**config.mk**
```make
export PLATFORM = sky130hd
export DESIGN_NAME = row_prechg_ctrl
export DESIGN_NICKNAME = d
export VERILOG_FILES = /design/src/rtl/rpc_pkg.sv /design/src/rtl/rpc_row_cmp.sv /design/src/rtl/rpc_timer.sv /design/src/rtl/rpc_seq.sv /design/src/rtl/row_prechg_ctrl.sv
export SDC_FILE = /design/constraint.sdc
export NUM_CORES = 1
export LEC_CHECK = 0
export CAP_MARGIN = 0
export CORE_MARGIN = 4
export CORE_UTILIZATION = 45
export CTS_CLUSTER_DIAMETER = 50
export DETAILED_ROUTE_END_ITERATION = 8
export PLACE_DENSITY = 0.83
export SYNTH_ARGS = -nofsm -noshare
export SYNTH_HDL_FRONTEND = slang
export SYNTH_SLANG_ARGS = --single-unit
export TNS_END_PERCENT = 50
```
**constraint.sdc**
```tcl
create_clock -name clk -period 5.45 [get_ports clk]
set_clock_uncertainty 0.05 [all_clocks]
set_input_delay 0.545 -clock clk [delete_from_list [all_inputs] [get_ports clk]]
set_output_delay 0.545 -clock clk [all_outputs]
set_load 0.005 [all_outputs]
```
**src/rtl/rpc_pkg.sv**
```systemverilog
package rpc_pkg;

  typedef enum logic [1:0] {
    ST_IDLE  = 2'd0,
    ST_OPEN  = 2'd1,
    ST_READY = 2'd2,
    ST_PRE   = 2'd3
  } rpc_state_e;

  function automatic int max2(input int a, input int b);
    return (a > b) ? a : b;
  endfunction

  function automatic int cnt_bits(input int n);
    return (n < 2) ? 1 : $clog2(n + 1);
  endfunction

endpackage

```
**src/rtl/rpc_row_cmp.sv**
```systemverilog
module rpc_row_cmp #(
  parameter int ADDR_W = 18,
  parameter int COL_W  = 2,
  localparam int ROW_W = ADDR_W - COL_W
) (
  input  logic [ADDR_W-1:0] addr,
  input  logic [ROW_W-1:0]  cur_row,
  output logic              row_hit,
  output logic [ROW_W-1:0]  addr_row,
  output logic [COL_W-1:0]  addr_col
);
  // Only the row field takes part in the comparison.
  assign addr_row = addr[ADDR_W-1:COL_W];
  assign addr_col = addr[COL_W-1:0];
  assign row_hit  = (addr_row == cur_row);
endmodule

```
**src/rtl/rpc_timer.sv**
```systemverilog
module rpc_timer #(
  parameter int W = 4
) (
  input  logic         clk,
  input  logic         rst,
  input  logic         load,
  input  logic [W-1:0] load_val,
  output logic         zero
);
  logic [W-1:0] cnt_q;

  always_ff @(posedge clk) begin
    if (rst)               cnt_q <= '0;
    else if (load)         cnt_q <= load_val;
    else if (cnt_q != '0)  cnt_q <= cnt_q - 1'b1;
  end

  assign zero = (cnt_q == '0);
endmodule

```
**src/rtl/rpc_seq.sv**
```systemverilog
module rpc_seq
  import rpc_pkg::*;
#(
  parameter int T_PC = 3,
  parameter int T_AA = 2,
  parameter int T_RC = 6,
  parameter int T_WC = 5,
  localparam int PW  = cnt_bits(max2(T_PC, T_AA)),
  localparam int CW  = cnt_bits(max2(T_RC, T_WC))
) (
  input  logic       clk,
  input  logic       rst,
  input  logic       en,
  input  logic       we,
  input  logic       row_hit,
  input  logic       ph_zero,
  input  logic       rc_zero,
  output rpc_state_e state_d,
  output logic       ph_load,
  output logic [PW-1:0] ph_val,
  output logic       rc_load,
  output logic [CW-1:0] rc_val,
  output logic       latch_row
);
  localparam logic [PW-1:0] PH_PC = PW'(T_PC - 1);
  localparam logic [PW-1:0] PH_AA = PW'(T_AA - 1);
  localparam logic [CW-1:0] RC_RD = CW'(T_RC - 1);
  localparam logic [CW-1:0] RC_WR = CW'(T_WC - 1);

  rpc_state_e state_q;

  always_comb begin
    state_d   = state_q;
    ph_load   = 1'b0;
    ph_val    = PH_AA;
    rc_load   = 1'b0;
    rc_val    = we ? RC_WR : RC_RD;
    latch_row = 1'b0;
    unique case (state_q)
      ST_IDLE: begin
        if (en && rc_zero) begin
          state_d   = ST_OPEN;
          ph_load   = 1'b1;
          rc_load   = 1'b1;
          latch_row = 1'b1;
        end
      end
      ST_OPEN: begin
        if (!en || !row_hit) begin
          state_d = ST_PRE;
          ph_load = 1'b1;
          ph_val  = PH_PC;
        end else if (ph_zero) begin
          state_d = ST_READY;
        end
      end
      ST_READY: begin
        if (!en || !row_hit) begin
          state_d = ST_PRE;
          ph_load = 1'b1;
          ph_val  = PH_PC;
        end
      end
      ST_PRE: begin
        if (ph_zero) begin
          if (!en) begin
            state_d = ST_IDLE;
          end else if (rc_zero) begin
            state_d   = ST_OPEN;
            ph_load   = 1'b1;
            rc_load   = 1'b1;
            latch_row = 1'b1;
          end
        end
      end
      default: state_d = ST_IDLE;
    endcase
  end

  always_ff @(posedge clk) begin
    if (rst) state_q <= ST_IDLE;
    else     state_q <= state_d;
  end
endmodule

```
**src/rtl/row_prechg_ctrl.sv**
```systemverilog
module row_prechg_ctrl
  import rpc_pkg::*;
#(
  parameter int ADDR_W = 18,
  parameter int COL_W  = 2,
  parameter int T_PC   = 3,
  parameter int T_AA   = 2,
  parameter int T_RC   = 6,
  parameter int T_WC   = 5,
  localparam int ROW_W = ADDR_W - COL_W,
  localparam int PW    = cnt_bits(max2(T_PC, T_AA)),
  localparam int CW    = cnt_bits(max2(T_RC, T_WC))
) (
  input  logic              clk,
  input  logic              rst,
  input  logic              ce_n,
  input  logic              we,
  input  logic [ADDR_W-1:0] addr,
  output logic              busy,
  output logic              row_ready,
  output logic              prechg,
  output logic [ROW_W-1:0]  open_row,
  output logic [COL_W-1:0]  open_col
);
  logic             en;
  logic             row_hit;
  logic [ROW_W-1:0] a_row;
  logic [COL_W-1:0] a_col;
  logic             ph_zero, rc_zero;
  logic             ph_load, rc_load, latch_row;
  logic [PW-1:0]    ph_val;
  logic [CW-1:0]    rc_val;
  rpc_state_e       state_d;

  assign en = ~ce_n;

  rpc_row_cmp #(.ADDR_W(ADDR_W), .COL_W(COL_W)) u_cmp (
    .addr(addr), .cur_row(open_row), .row_hit(row_hit),
    .addr_row(a_row), .addr_col(a_col)
  );

  rpc_timer #(.W(PW)) u_ph_tmr (
    .clk(clk), .rst(rst), .load(ph_load), .load_val(ph_val), .zero(ph_zero)
  );

  rpc_timer #(.W(CW)) u_rc_tmr (
    .clk(clk), .rst(rst), .load(rc_load), .load_val(rc_val), .zero(rc_zero)
  );

  rpc_seq #(.T_PC(T_PC), .T_AA(T_AA), .T_RC(T_RC), .T_WC(T_WC)) u_seq (
    .clk(clk), .rst(rst), .en(en), .we(we), .row_hit(row_hit),
    .ph_zero(ph_zero), .rc_zero(rc_zero), .state_d(state_d),
    .ph_load(ph_load), .ph_val(ph_val), .rc_load(rc_load),
    .rc_val(rc_val), .latch_row(latch_row)
  );

  // Registered outputs follow the next-state decode.
  always_ff @(posedge clk) begin
    if (rst) begin
      busy      <= 1'b0;
      row_ready <= 1'b0;
      prechg    <= 1'b0;
      open_row  <= '0;
      open_col  <= '0;
    end else begin
      busy      <= (state_d == ST_OPEN) || (state_d == ST_PRE);
      row_ready <= (state_d == ST_READY);
      prechg    <= (state_d == ST_PRE);
      if (latch_row) open_row <= a_row;
      if (en && ((state_d == ST_OPEN) || (state_d == ST_READY)))
        open_col <= a_col;
    end
  end
endmodule

```
* After elaboration in Yosys (flattened, before gate mapping) *
Cells that the tools add are included.

operators by class
  $add $sub $neg = 2
  equality and inequality tests = 7
  mux-type cells = 22
  bitwise gates (word level) = 1
  reductions and logical operators = 14

operators with widths
  kind                                              number
  two-way mux 2 bit                                 11
  == test 16 bit                                    1
  == test 2 bit, second input constant              4
  one-hot mux 2 bit (4 select lines)                1
  two-way mux 1 bit                                 6
  two-way mux 3 bit                                 2
  nonzero test 2 bit                                3
  == test 2 x 1 -> 1 bit, second input constant     2
  logical NOT 2 bit                                 2
  logical NOT 3 bit                                 1
  logical OR 1 bit                                  3
  one-hot mux 1 bit (3 select lines)                1
  nonzero test 3 bit                                1
  subtractor 3 x 1 -> 3 bit, second input constant  1
  logical AND 1 bit                                 2
  one-hot mux 1 bit (2 select lines)                1
  OR reduction 2 bit                                1
  subtractor 2 x 1 -> 2 bit, second input constant  1
  logical NOT 1 bit                                 1
  inverter 1 bit                                    1

word-level totals
  flip-flop bits (word level) = 28
  input bits = 22
  output and inout port bits = 21
  word-level logic and storage cells = 54

* Longest topological paths before layout *
Gate-level depths: netlist of the first run.

  depth after elaboration = 8
  gate-level depth with buffers = 11
  gate-level depth less buffers = 11

* Modules after synthesis *
Synthesis of the first run repeated with hierarchy kept, for this count alone.

unflattened totals
  cell total of the unflattened synthesis = 188
  area, all modules = 1715.4 µm²

by module, submodules not included
  module                 instances  cells an instance  area each (µm²)  seq. area each (µm²)
  row_prechg_ctrl        1          73                 780.7            420.4
  rpc_row_cmp            1          39                 312.8            0.0
  rpc_seq                1          42                 294.0            40.0
  rpc_timer at u_rc_tmr  1          22                 206.4            60.1
  rpc_timer at u_ph_tmr  1          12                 121.4            40.0

* Worst setup path before layout of the first run *
No wires, ideal clock.

  path type = input to register
  start point = input addr[15]
  end point = register open_col[0]
  setup time = 133 ps
  data arrival time = 1945 ps
  required time = 5267 ps
  slack = 3322 ps
  cell stages on the path = 7
  buffers on the path = 0
  cell sequence = xor2_1 -> nor4_1 -> nand3_1 -> o31ai_1 -> ha_1 -> o21ai_0 -> a21oi_1

on the way
  longest elaborated chain between the ends = 8
  elaborated cells on any way between the ends = 10
  classes of those cells = eq/ne: 3; mux: 3; reduce/logical: 4

RTL lines
  item                                                            line                          text
  from (decl)                                                     row_prechg_ctrl.sv:18         input logic [ADDR_W-1:0] addr,
  == test 16 bit *                                                rpc_row_cmp.sv:15             assign row_hit = (addr_row == cur_row);
  logical NOT 1 bit *                                             rpc_seq.sv:49, rpc_seq.sv:58
  logical OR 1 bit *                                              rpc_seq.sv:49, rpc_seq.sv:58
  two-way mux 2 bit, on equally long branches                     rpc_seq.sv:58, rpc_seq.sv:49
  one-hot mux 2 bit (4 select lines) *                            rpc_seq.sv:39                 unique case (state_q)
  == test 2 x 1 -> 1 bit / == test 2 bit (equally long branches)  row_prechg_ctrl.sv:70         if (en && ((state_d == ST_OPEN) || (state_d == ST_READY)))
  logical OR 1 bit *                                              row_prechg_ctrl.sv:70
  logical AND 1 bit *                                             row_prechg_ctrl.sv:70
  to (signal assigned)                                            row_prechg_ctrl.sv:71         open_col <= a_col;
  to (decl)                                                       row_prechg_ctrl.sv:23         output logic [COL_W-1:0] open_col

Every way passes the cells marked *; elsewhere a longest branch is shown, timed or not.
A chain may end at the register's enable or synchronous reset.

* Final worst setup path of the first run *
  start point = input ce_n
  end point = register u_rc_tmr.cnt_q[0]

on the way
  longest elaborated chain between the ends = 5
  elaborated cells on any way between the ends = 8
  classes of those cells = mux: 5; bitwise: 1; reduce/logical: 2

RTL lines
  item                                                            line                   text
  from (decl)                                                     row_prechg_ctrl.sv:16  input logic ce_n,
  inverter 1 bit                                                  row_prechg_ctrl.sv:35  assign en = ~ce_n;
  logical AND 1 bit                                               rpc_seq.sv:41          if (en && rc_zero) begin
  two-way mux 1 bit                                               rpc_seq.sv:41
  one-hot mux 1 bit (2 select lines) *                            rpc_seq.sv:39
  two-way mux 3 bit / nonzero test 2 bit (equally long branches)  -
  to (signal assigned)                                            rpc_timer.sv:14        else if (load) cnt_q <= load_val;
  to (signal assigned)                                            rpc_timer.sv:15        else if (cnt_q != '0) cnt_q <= cnt_q - 1'b1;
  to (decl)                                                       rpc_timer.sv:10        logic [W-1:0] cnt_q;

Marked as above.

==> results of run 1 <==
[report_power, final]
part           switching, mW  internal (mW)  total (mW)
combinational          0.224          0.237       0.461
sequential            0.0426          0.259       0.302
clock                 0.0588         0.0260      0.0848
total                  0.326          0.522       0.848
[worst max-delay path, delay by kind of cell]
kind,cells,cell delay (ns)
muxes,1,0.41
and+or+nand+nor,3,1.39
buffers and inverters,1,0.53
[cells in the mapped netlist, drive strengths merged]
cell type,number
nand2,4
a21boi,1
nor4,3
o221ai,2
a21o,1
nor2b,4
nand3,2
nor3,3
mux2i,16
nor2,27
a311o,1
or2,2
or3b,1
nand2b,2
o31ai,2
xor2,15
a211oi,3
dfxtp,28
nand3b,1
a221oi,1
clkbuf,4
mux2,1
a32o,1
buf,3
a221o,1
o21bai,1
o22ai,1
ha,11
xnor2,2
o21ai,4
a21oi,8
a2111oi,1
inv,8
[routing by layer]
layer / vias up / track usage [%] / wire, um
met4: 0 / 5.84 / 41
li1: 647 / - / -
met2: 51 / 30.2 / 1640
met5: - / 0 / 0
met3: 4 / 5.10 / 265
met1: 611 / 19.5 / 1400
[kinds of logic after synthesis]
kind of cell | count (synthesis)
xor gates and xnor gates | 17
DFF | 28
buffers and inverters | 15
and+or+nand+nor | 49
adders and majority gates | 11
muxes | 17
AOI/OAI and AO/OA | 28
[state kept, by name, summed over array words and instances, names as in the netlist]
register        count
busy                1
open_col            2
open_row           16
prechg              1
row_ready           1
u_ph_tmr.cnt_q      2
u_rc_tmr.cnt_q      3
u_seq.state_q       2
[placed cells by master, fill, tap and decap left out, types with 2 or more instances in the layout]
cell type,instances
xnor2_1,2
o31ai_1,2
nand2_1,4
ha_1,11
a211oi_1,2
clkdlybuf4s50_1,42
nor4_1,3
dfxtp_1,28
a21oi_1,8
o21ai_0,4
mux2i_1,16
nand3_1,2
nor2_1,27
xor2_1,15
inv_1,8
nor2b_1,4
or2_2,2
clkbuf_4,3
nor3_1,2
o221ai_1,2
[path summary, 6_finish.rpt]
check / slack, ns / endpoint
worst max-delay path: 2.78 / u_rc_tmr.cnt_q[0]
worst min-delay path: 0.44 / open_col[1]
worst max register to register: 2.96 / u_rc_tmr.cnt_q[0]
worst min register to register: 0.44 / open_col[1]
[cell type report]
type	instances	area, um^2
clock buffers	3	22.5
fillers	268	1170
well taps	44	55.1
flip-flops and latches	28	561
inverters	8	30.0
repair buffers	42	420
multi-input cells	122	895
==> flow_metrics.tcl, run 1 <==
set metrics [dict create \
    status "finished clean" \
    worst_slew_margin_rel_pct 30.8 \
    start_util_pct 48.6 \
    layout.nets 238 \
    rows 20 \
    place_hpwl_um 2610 \
    dp_slack_ns 2.41 \
    ant_nets 0 \
    grt_max_degree 29 \
    cts-resized-gates 0 \
    worst_slack_ns 2.78 \
    yosysSeqAreaShare_pct 36.6 \
    track_usage_pct 17.2 \
    p_leak_nw 0.785 \
    synth_compound_area_share_pct 12.8 \
    min_period_over_period_pct 49.0 \
    port-buffer-count 42 \
    rsz0062_at_grt "false" \
    hold_path.class "reg -> reg" \
    yosysTopAreaCellShare_pct 36.6 \
    crit_chain "clkdlybuf4s50_1 > or3b_1 > nor3_4 > mux2_2 > nor2_1" \
    ys_seq_elements 28 \
    synth_nets 198 \
    post_cts_buffers 0 \
    clk_path_buf_depth 2 \
    layout.cells.non_filler 247 \
    arrival_ns 2.88 \
    synthSimpleGateAreaFrac_pct 15.3 \
    power_uw 848 \
    final_core_util_pct 62.9 \
    cts_tree "done" \
    fin_area_mm2 0.00198 \
    crit_fanout 19 \
    syn_inst 165 \
    synth_top_family_by_area "simple AND/OR/NAND/NOR gates" \
    ios 43 \
    r2r-start "u_rc_tmr.cnt_q[0]" \
    hold_buffers 0 \
    drc 0 \
    drive_above_1_share_pct 4.43 \
    startpoint_type "primary input" \
    dr.first_iter.drc_count 118 \
    core_mm2 0.00315 \
    finalSetupTns_ns 0 \
    cts-root-buf "clkbuf_4" \
    wl_um 3350 \
    synth.avg_cell_area_um2 9.29 \
    powerDensity_mw_per_mm2 428 \
    grt_pass1_vias 1355 \
    clock-sinks 28 \
    slowest_stage "nor3_4" \
    critPathKind "in -> reg" \
    die_w_um 66.4 \
    antenna_found_initial 0 \
    synth-xor-area-share_pct 9.71 \
    netlist_area_mm2 0.00153 \
    peakVddDrop_mv 0.200 \
    fin_crit_ns 2.67 \
    end_kind "flip-flop" \
    dieArea_mm2 0.00440 \
    cts_made_buffers 3 \
    die_height_um 66.4 \
    wire_per_inst_um 13.5 \
    yosys-top-cells-area "dfxtp_1, mux2i_1, ha_1, xor2_1, nor2_1" \
    synth_cell_types 38 \
    max_stage_delay_ns 0.86 \
    vias 1313 \
    worstPathRequired_ns 5.65 \
    whs_ns 0.440 \
    reg2reg_depth 6 \
    first_pass_iters 4 \
    hold_viol 0 \
    cts.clk_slew.worst_paths_ns 0.15 \
    fmax_ghz 0.374 \
    maxCapViolCount 0 \
    grt_pass1_wl_um 5860 \
    hold_start "open_col[1]" \
    timing.critical_path.from "ce_n" \
    area_growth_syn_to_layout_pct 29.4 \
    routabilityCongestion 0.845 \
    worst_pin_slew_ns 1.03 \
    slew_viol_final 0 \
    via_per_inst 5.32 \
    place_area_mm2 0.00196 \
    grt_overflow 0 \
    synthMuxAreaShare_pct 11.2 \
    hold_depth 2 \
    finalSetupViolCount 0 \
    diodes 0 \
    htreeDepth 1 \
    dp_cells 244 \
    synth_fa_ha_area_share_pct 8.98 \
    ys_warn_count 0 \
    yosysTopAreaCell "dfxtp_1" \
    worstSkewPairLatency_ns 0.33 \
]
Note: power is estimated with default switching activity, not from simulation.
==> inputs of run 2 (changes only) <==
- clock period: 5.45 -> 2.6 ns (I/O delays scaled with it)
==> run 2 against run 1 <==
Compared with the run above:
- sequential share of layout area down 1.1 points
- combinational power up 130%
- core utilization up 2.5 points
- sequential power up 110%
- global-route usage down 0.17 points
- sequential cell count unchanged
- non-clock buffer count up 6
- die area unchanged
- hold slack worse by 0.00076 ns
- worst setup slack worse by 2.5 ns
- critical endpoint is now open_col[0]
- largest power group unchanged
==> flow_metrics.tcl, run 2 (synthesized netlist as in run 1, its figures left out) <==
set metrics [dict create \
    fmax_ghz 0.431 \
    vias 1323 \
    fin_crit_ns 2.32 \
    first_pass_iters 4 \
    post_cts_buffers 0 \
    place_area_mm2 0.00202 \
    rrSetupSlack_ns 0.28 \
    top_layer_used "met4" \
    largest_reg_flops 16 \
    nFillCells 267 \
    min_period_over_period_pct 89.3 \
    hold_depth 3 \
    startpoint_type "flip-flop" \
    hold_buffers 0 \
    rows 20 \
    powerDensity_mw_per_mm2 915 \
    core_mm2 0.00315 \
    hold_path.class "in -> reg" \
    worstPathRequired_ns 2.81 \
    critPathKind "reg -> reg" \
    wl_met2_um 1780 \
    htreeDepth 1 \
    peakVddDrop_mv 0.471 \
    reg2reg_depth 11 \
    worst_slew_margin_rel_pct 74.6 \
    slew_viol_final 0 \
    wire_per_inst_um 13.9 \
    area_growth_syn_to_layout_pct 34.5 \
    layout_commonest_cell "clkdlybuf4s50_1" \
    reg_top3 "open_row (16), u_rc_tmr.cnt_q (3)" \
    arrival_ns 2.53 \
    cts_made_buffers 3 \
    diodes 0 \
    max_flop_register "open_row" \
    final_core_util_pct 65.4 \
    clk_path_buf_depth 2 \
    dp_cells 250 \
    routabilityCongestion 0.823 \
    worst_slack_ns 0.278 \
    wl_um 3540 \
    grt_overflow 0 \
    track_usage_pct 17.0 \
    end_kind "flip-flop" \
    crit_fanout 6 \
    wl_met3_um 263 \
    power_mw 1.89 \
    dp_slack_ns 0.0203 \
    crit_chain "inv_1 > ha_1 > nand2b_4 > nor2_1 > a311o_1 > o31ai_1 > a21oi_1 > ha_1 > nor2_1 > nand2_1 > a21oi_1" \
    via_per_inst 5.21 \
    r2r_end "open_col[0]" \
    dr.first_iter.drc_count 44 \
    ios 43 \
    grt_pass1_wl_um 5910 \
    drc 0 \
    r2r-start "u_rc_tmr.cnt_q[0]" \
    cts-root-buf "clkbuf_4" \
    worst_pin_slew_ns 0.378 \
    cts.clk_slew.worst_paths_ns 0.15 \
    slowest_stage "dfxtp_1" \
    start_util_pct 48.6 \
    die_w_um 66.4 \
    status "finished clean" \
    worstSkewPairLatency_ns 0.32 \
    layout.cells.non_filler 254 \
    grt_pass1_vias 1351 \
    hold_start "addr[1]" \
    grt_max_degree 20 \
    layout.nets 244 \
    cts_tree "done" \
    finalSetupTns_ns 0 \
    hold_viol 0 \
    antenna_found_initial 0 \
    fin_area_mm2 0.00206 \
    maxCapViolCount 0 \
    cts-resized-gates 0 \
    place_hpwl_um 2750 \
    holdPathEnd "open_col[1]" \
    rsz0062_at_grt "false" \
    whs_ns 0.440 \
    port-buffer-count 42 \
    dieArea_mm2 0.00440 \
    m1WireLength_um 1450 \
    max_stage_delay_ns 0.40 \
    die_height_um 66.4 \
    ant_nets 0 \
    finalSetupViolCount 0 \
    drive_above_1_share_pct 8.10 \
    p_leak_nw 0.827 \
    clock-sinks 28 \
    mostFrequentLayoutCells "clkdlybuf4s50_1, dfxtp_1, nor2_1" \
]
## run 2: cell count changes in the layout (fill, tap and decap cells not counted)
cell / previous run / this run
buf_12: 0 / 1
buf_4: 0 / 5
clkbuf_8: 0 / 1
nand2b_1: 1 / 0
nand2b_4: 0 / 1
## run 2: worst max path at each step
stage	end	startpoint
floorplan	open_col[0]	u_rc_tmr.cnt_q[0]
global placement	open_col[1]	addr[5]
detailed placement	open_col[0]	addr[5]
CTS	open_col[0]	u_rc_tmr.cnt_q[0]
global route	open_col[0]	u_seq.state_q[1]
finish	open_col[0]	u_rc_tmr.cnt_q[0]
## run 2: power breakdown
part	switching, mW	internal, mW	total (mW)	leakage (nW)
clock	0.121	0.0855	0.206	0.0210
sequential	0.0903	0.544	0.634	0.229
combinational	0.496	0.550	1.05	0.577
total	0.707	1.18	1.89	0.827
## run 2: layer usage
layer | vias up | track usage (%)
met2 | 46 | 30.4
li1 | 655 | -
met5 | - | 0
met1 | 616 | 18.9
met4 | 0 | 5.84
met3 | 6 | 5.10
## run 2: layout make-up
| cell class | instances | area, um^2 | share of cell area [%] |
|---|---|---|---|
| multi-input cells | 122 | 902 | 43.7 |
| flip-flops and latches | 28 | 561 | 27.2 |
| repair buffers | 48 | 478 | 23.2 |
| well taps | 44 | 55.1 | 2.67 |
| clock buffers | 4 | 36.3 | 1.76 |
| inverters | 8 | 30.0 | 1.46 |
## run 2: worst max-delay path, delay by kind of cell, from the launching register on
kind / cells / cell delay, ns
AOI/OAI and AO/OA: 4 / 0.73
adders and majority gates: 2 / 0.57
and+or+nand+nor: 4 / 0.42
DFF: 1 / 0.40
buffers and inverters: 1 / 0.08
==> inputs of run 3 (changes only) <==
- ABC_AREA: default -> 1
- CTS_BUF_LIST: default -> sky130_fd_sc_hd__clkbuf_8
- PLACE_DENSITY: 0.83 -> 0.82
==> run 3 against run 2 <==
Compared with the run above:
- critical path depth up 5
- synthesized area up 4.7%
- count of clock-buffer cells in the layout down 1
- cell count up 26%
- core utilization down 3.0 points
- clock power up 14%
- register-to-register slack better by 0.12 ns
==> flow_metrics.tcl, run 3 <==
set metrics [dict create \
    critPathKind "in -> reg" \
    yosysMostFrequentCell "nand2_1" \
    die_w_um 67.7 \
    clock-sinks 28 \
    worst_pin_slew_ns 0.300 \
    rows 21 \
    area_growth_syn_to_layout_pct 31.6 \
    clk_path_buf_depth 2 \
    core_mm2 0.00339 \
    crit_chain "clkdlybuf4s50_1 > inv_1 > nand2_1 > o21ai_0 > inv_1 > nand2_1 > nor2_1 > nand3_2 > o21ai_0 > nand2_1 > nand2_2 > ha_1 > nor2_1 > inv_1 > nand2_1 > a21oi_1" \
    crit_path_end "open_col[0]" \
    maxCapViolCount 0 \
    yosysTopAreaCellShare_pct 34.9 \
    powerDensity_mw_per_mm2 1050 \
    final_core_util_pct 62.3 \
    fin_crit_ns 2.26 \
    synth.avg_cell_area_um2 6.89 \
    ios 43 \
    drive_above_1_share_pct 7.30 \
    end_kind "flip-flop" \
    seqCellArea_um2 561 \
    finalSetupTns_ns 0 \
    timing.critical_path.from "addr[11]" \
    cts.clk_slew.worst_paths_ns 0.09 \
    synth_common_cells "nand2_1, inv_1, nor2_1" \
    start_util_pct 47.4 \
    yosysTopAreaCell "dfxtp_1" \
    finalSetupViolCount 0 \
    post_cts_buffers 0 \
    yosysSeqAreaShare_pct 34.9 \
    ys_seq_elements 28 \
    startpoint_type "primary input" \
    worstPathRequired_ns 2.71 \
    fin_area_mm2 0.00211 \
    mostFrequentLayoutCells "nand2_1, clkdlybuf4s50_1, inv_1" \
    grt_pass1_vias 1465 \
    wl_um 3530 \
    reg_top3 "open_row (16), u_rc_tmr.cnt_q (3)" \
    synth_cell_types 25 \
    wire_per_inst_um 11.0 \
    fmax_ghz 0.443 \
    synthArstFlopShare_pct 0 \
    cts-resized-gates 0 \
    ys_warn_count 0 \
    p_leak_nw 0.928 \
    hold_path.class "reg -> reg" \
    reg2reg_depth 14 \
    die_height_um 67.7 \
    layout.cells.non_filler 320 \
    hold_viol 0 \
    grt_overflow 0 \
    slowest_stage "clkdlybuf4s50_1" \
    ant_nets 0 \
    multi_input_area_um2 857 \
    slew_viol_final 0 \
    synth_nets 266 \
    htreeDepth 1 \
    grt_pass1_wl_um 6090 \
    cts-root-buf "clkbuf_8" \
    worstSkewPairLatency_ns 0.27 \
    first_pass_iters 4 \
    crit_top_cell "nand2_1" \
    netlist_area_mm2 0.00161 \
    r2r-start "u_ph_tmr.cnt_q[0]" \
    dp_slack_ns 0.114 \
    worst_slack_ns 0.341 \
    max_flop_register "open_row" \
    crit_fanout 5 \
    place_hpwl_um 2600 \
    routabilityCongestion 0.862 \
    synth_ff_type "dfxtp_1" \
    layout_commonest_cell "nand2_1" \
    peakVddDrop_mv 0.476 \
    antenna_found_initial 0 \
    synth-edff-count 0 \
    cts_tree "done" \
    rsz0062_at_grt "false" \
    layout.nets 309 \
    syn_inst 233 \
    hold_buffers 0 \
    track_usage_pct 17.2 \
    dieArea_mm2 0.00459 \
    vias 1499 \
    grt_max_degree 29 \
    min_period_over_period_pct 86.9 \
    rrSetupSlack_ns 0.40 \
    dr.first_iter.drc_count 140 \
    port-buffer-count 42 \
    yosys-top-cells-area "dfxtp_1, nand2_1, inv_1, ha_1, nor2_1" \
    drc 0 \
    arrival_ns 2.37 \
    worst_slew_margin_rel_pct 80.0 \
    largest_reg_flops 16 \
    cts_made_buffers 3 \
    nFillCells 313 \
    power_mw 2.22 \
    whs_ns 0.415 \
    diodes 0 \
    place_area_mm2 0.00207 \
    max_stage_delay_ns 0.45 \
    via_per_inst 4.68 \
    status "finished clean" \
    dp_cells 317 \
    r2r_end "open_col[0]" \
]
[run 3: changes by cell type in the layout (fill, tap and decap cells not counted), sizes merged, moves of 3 or more]
cell,previous run,this run
a211oi,3,14
a21oi,8,11
buf,6,3
inv,8,41
mux2i,16,0
nand2,4,58
nand3,2,10
nor2,27,35
nor2b,4,0
nor4,3,0
xnor2,2,6
xor2,15,1
[run 3: where the power goes]
part           internal, mW  switching (mW)
clock network         0.104           0.130
logic                 0.591           0.691
registers             0.594           0.111
[run 3: cell families after synthesis]
kind of cell / after synthesis / synth area share (%)
simple gates: 108 / 28.7
buf+inv: 48 / 11.7
compound gates: 31 / 12.3
flops: 28 / 34.9
fa+ha+maj: 11 / 8.57
xor+xnor: 7 / 3.82
[run 3: area by class of cell]
class	instances	area share [%]
Clock buffer	3	1.95
Inverter	41	7.28
Timing Repair Buffer	45	21.0
Multi-Input combinational cell	157	40.6
Sequential cell	28	26.5
Tap cell	46	2.72
[run 3: how the worst min path moves through the flow]
stage | startpoint | end | slack (ns) | cells past startpoint
after floorplan | we | u_rc_tmr.cnt_q[0] | 0.31 | 1
after global placement | u_rc_tmr.cnt_q[1] | u_rc_tmr.cnt_q[1] | 0.40 | 2
after detailed placement | u_rc_tmr.cnt_q[1] | u_rc_tmr.cnt_q[1] | 0.41 | 2
after CTS | u_rc_tmr.cnt_q[1] | u_rc_tmr.cnt_q[1] | 0.42 | 2
after global routing | open_col[1] | open_col[1] | 0.44 | 2
final | u_rc_tmr.cnt_q[1] | u_rc_tmr.cnt_q[1] | 0.41 | 2
[run 3: worst max-delay path, delay by kind of cell]
kind,cells,cell delay (ns)
compound gates,3,0.38
fa+ha+maj,1,0.23
buf+inv,4,0.64
simple gates,8,0.85
[run 3: routing by layer]
layer / routed length, um / part of all wire, % / track usage [%] / vias up
met5: 0 / 0 / 0 / -
met4: 100 / 2.8 / 7.59 / 0
met3: 133 / 3.8 / 1.83 / 10
met2: 1700 / 48 / 30.6 / 42
met1: 1600 / 45 / 20.5 / 649
li1: - / - / - / 798
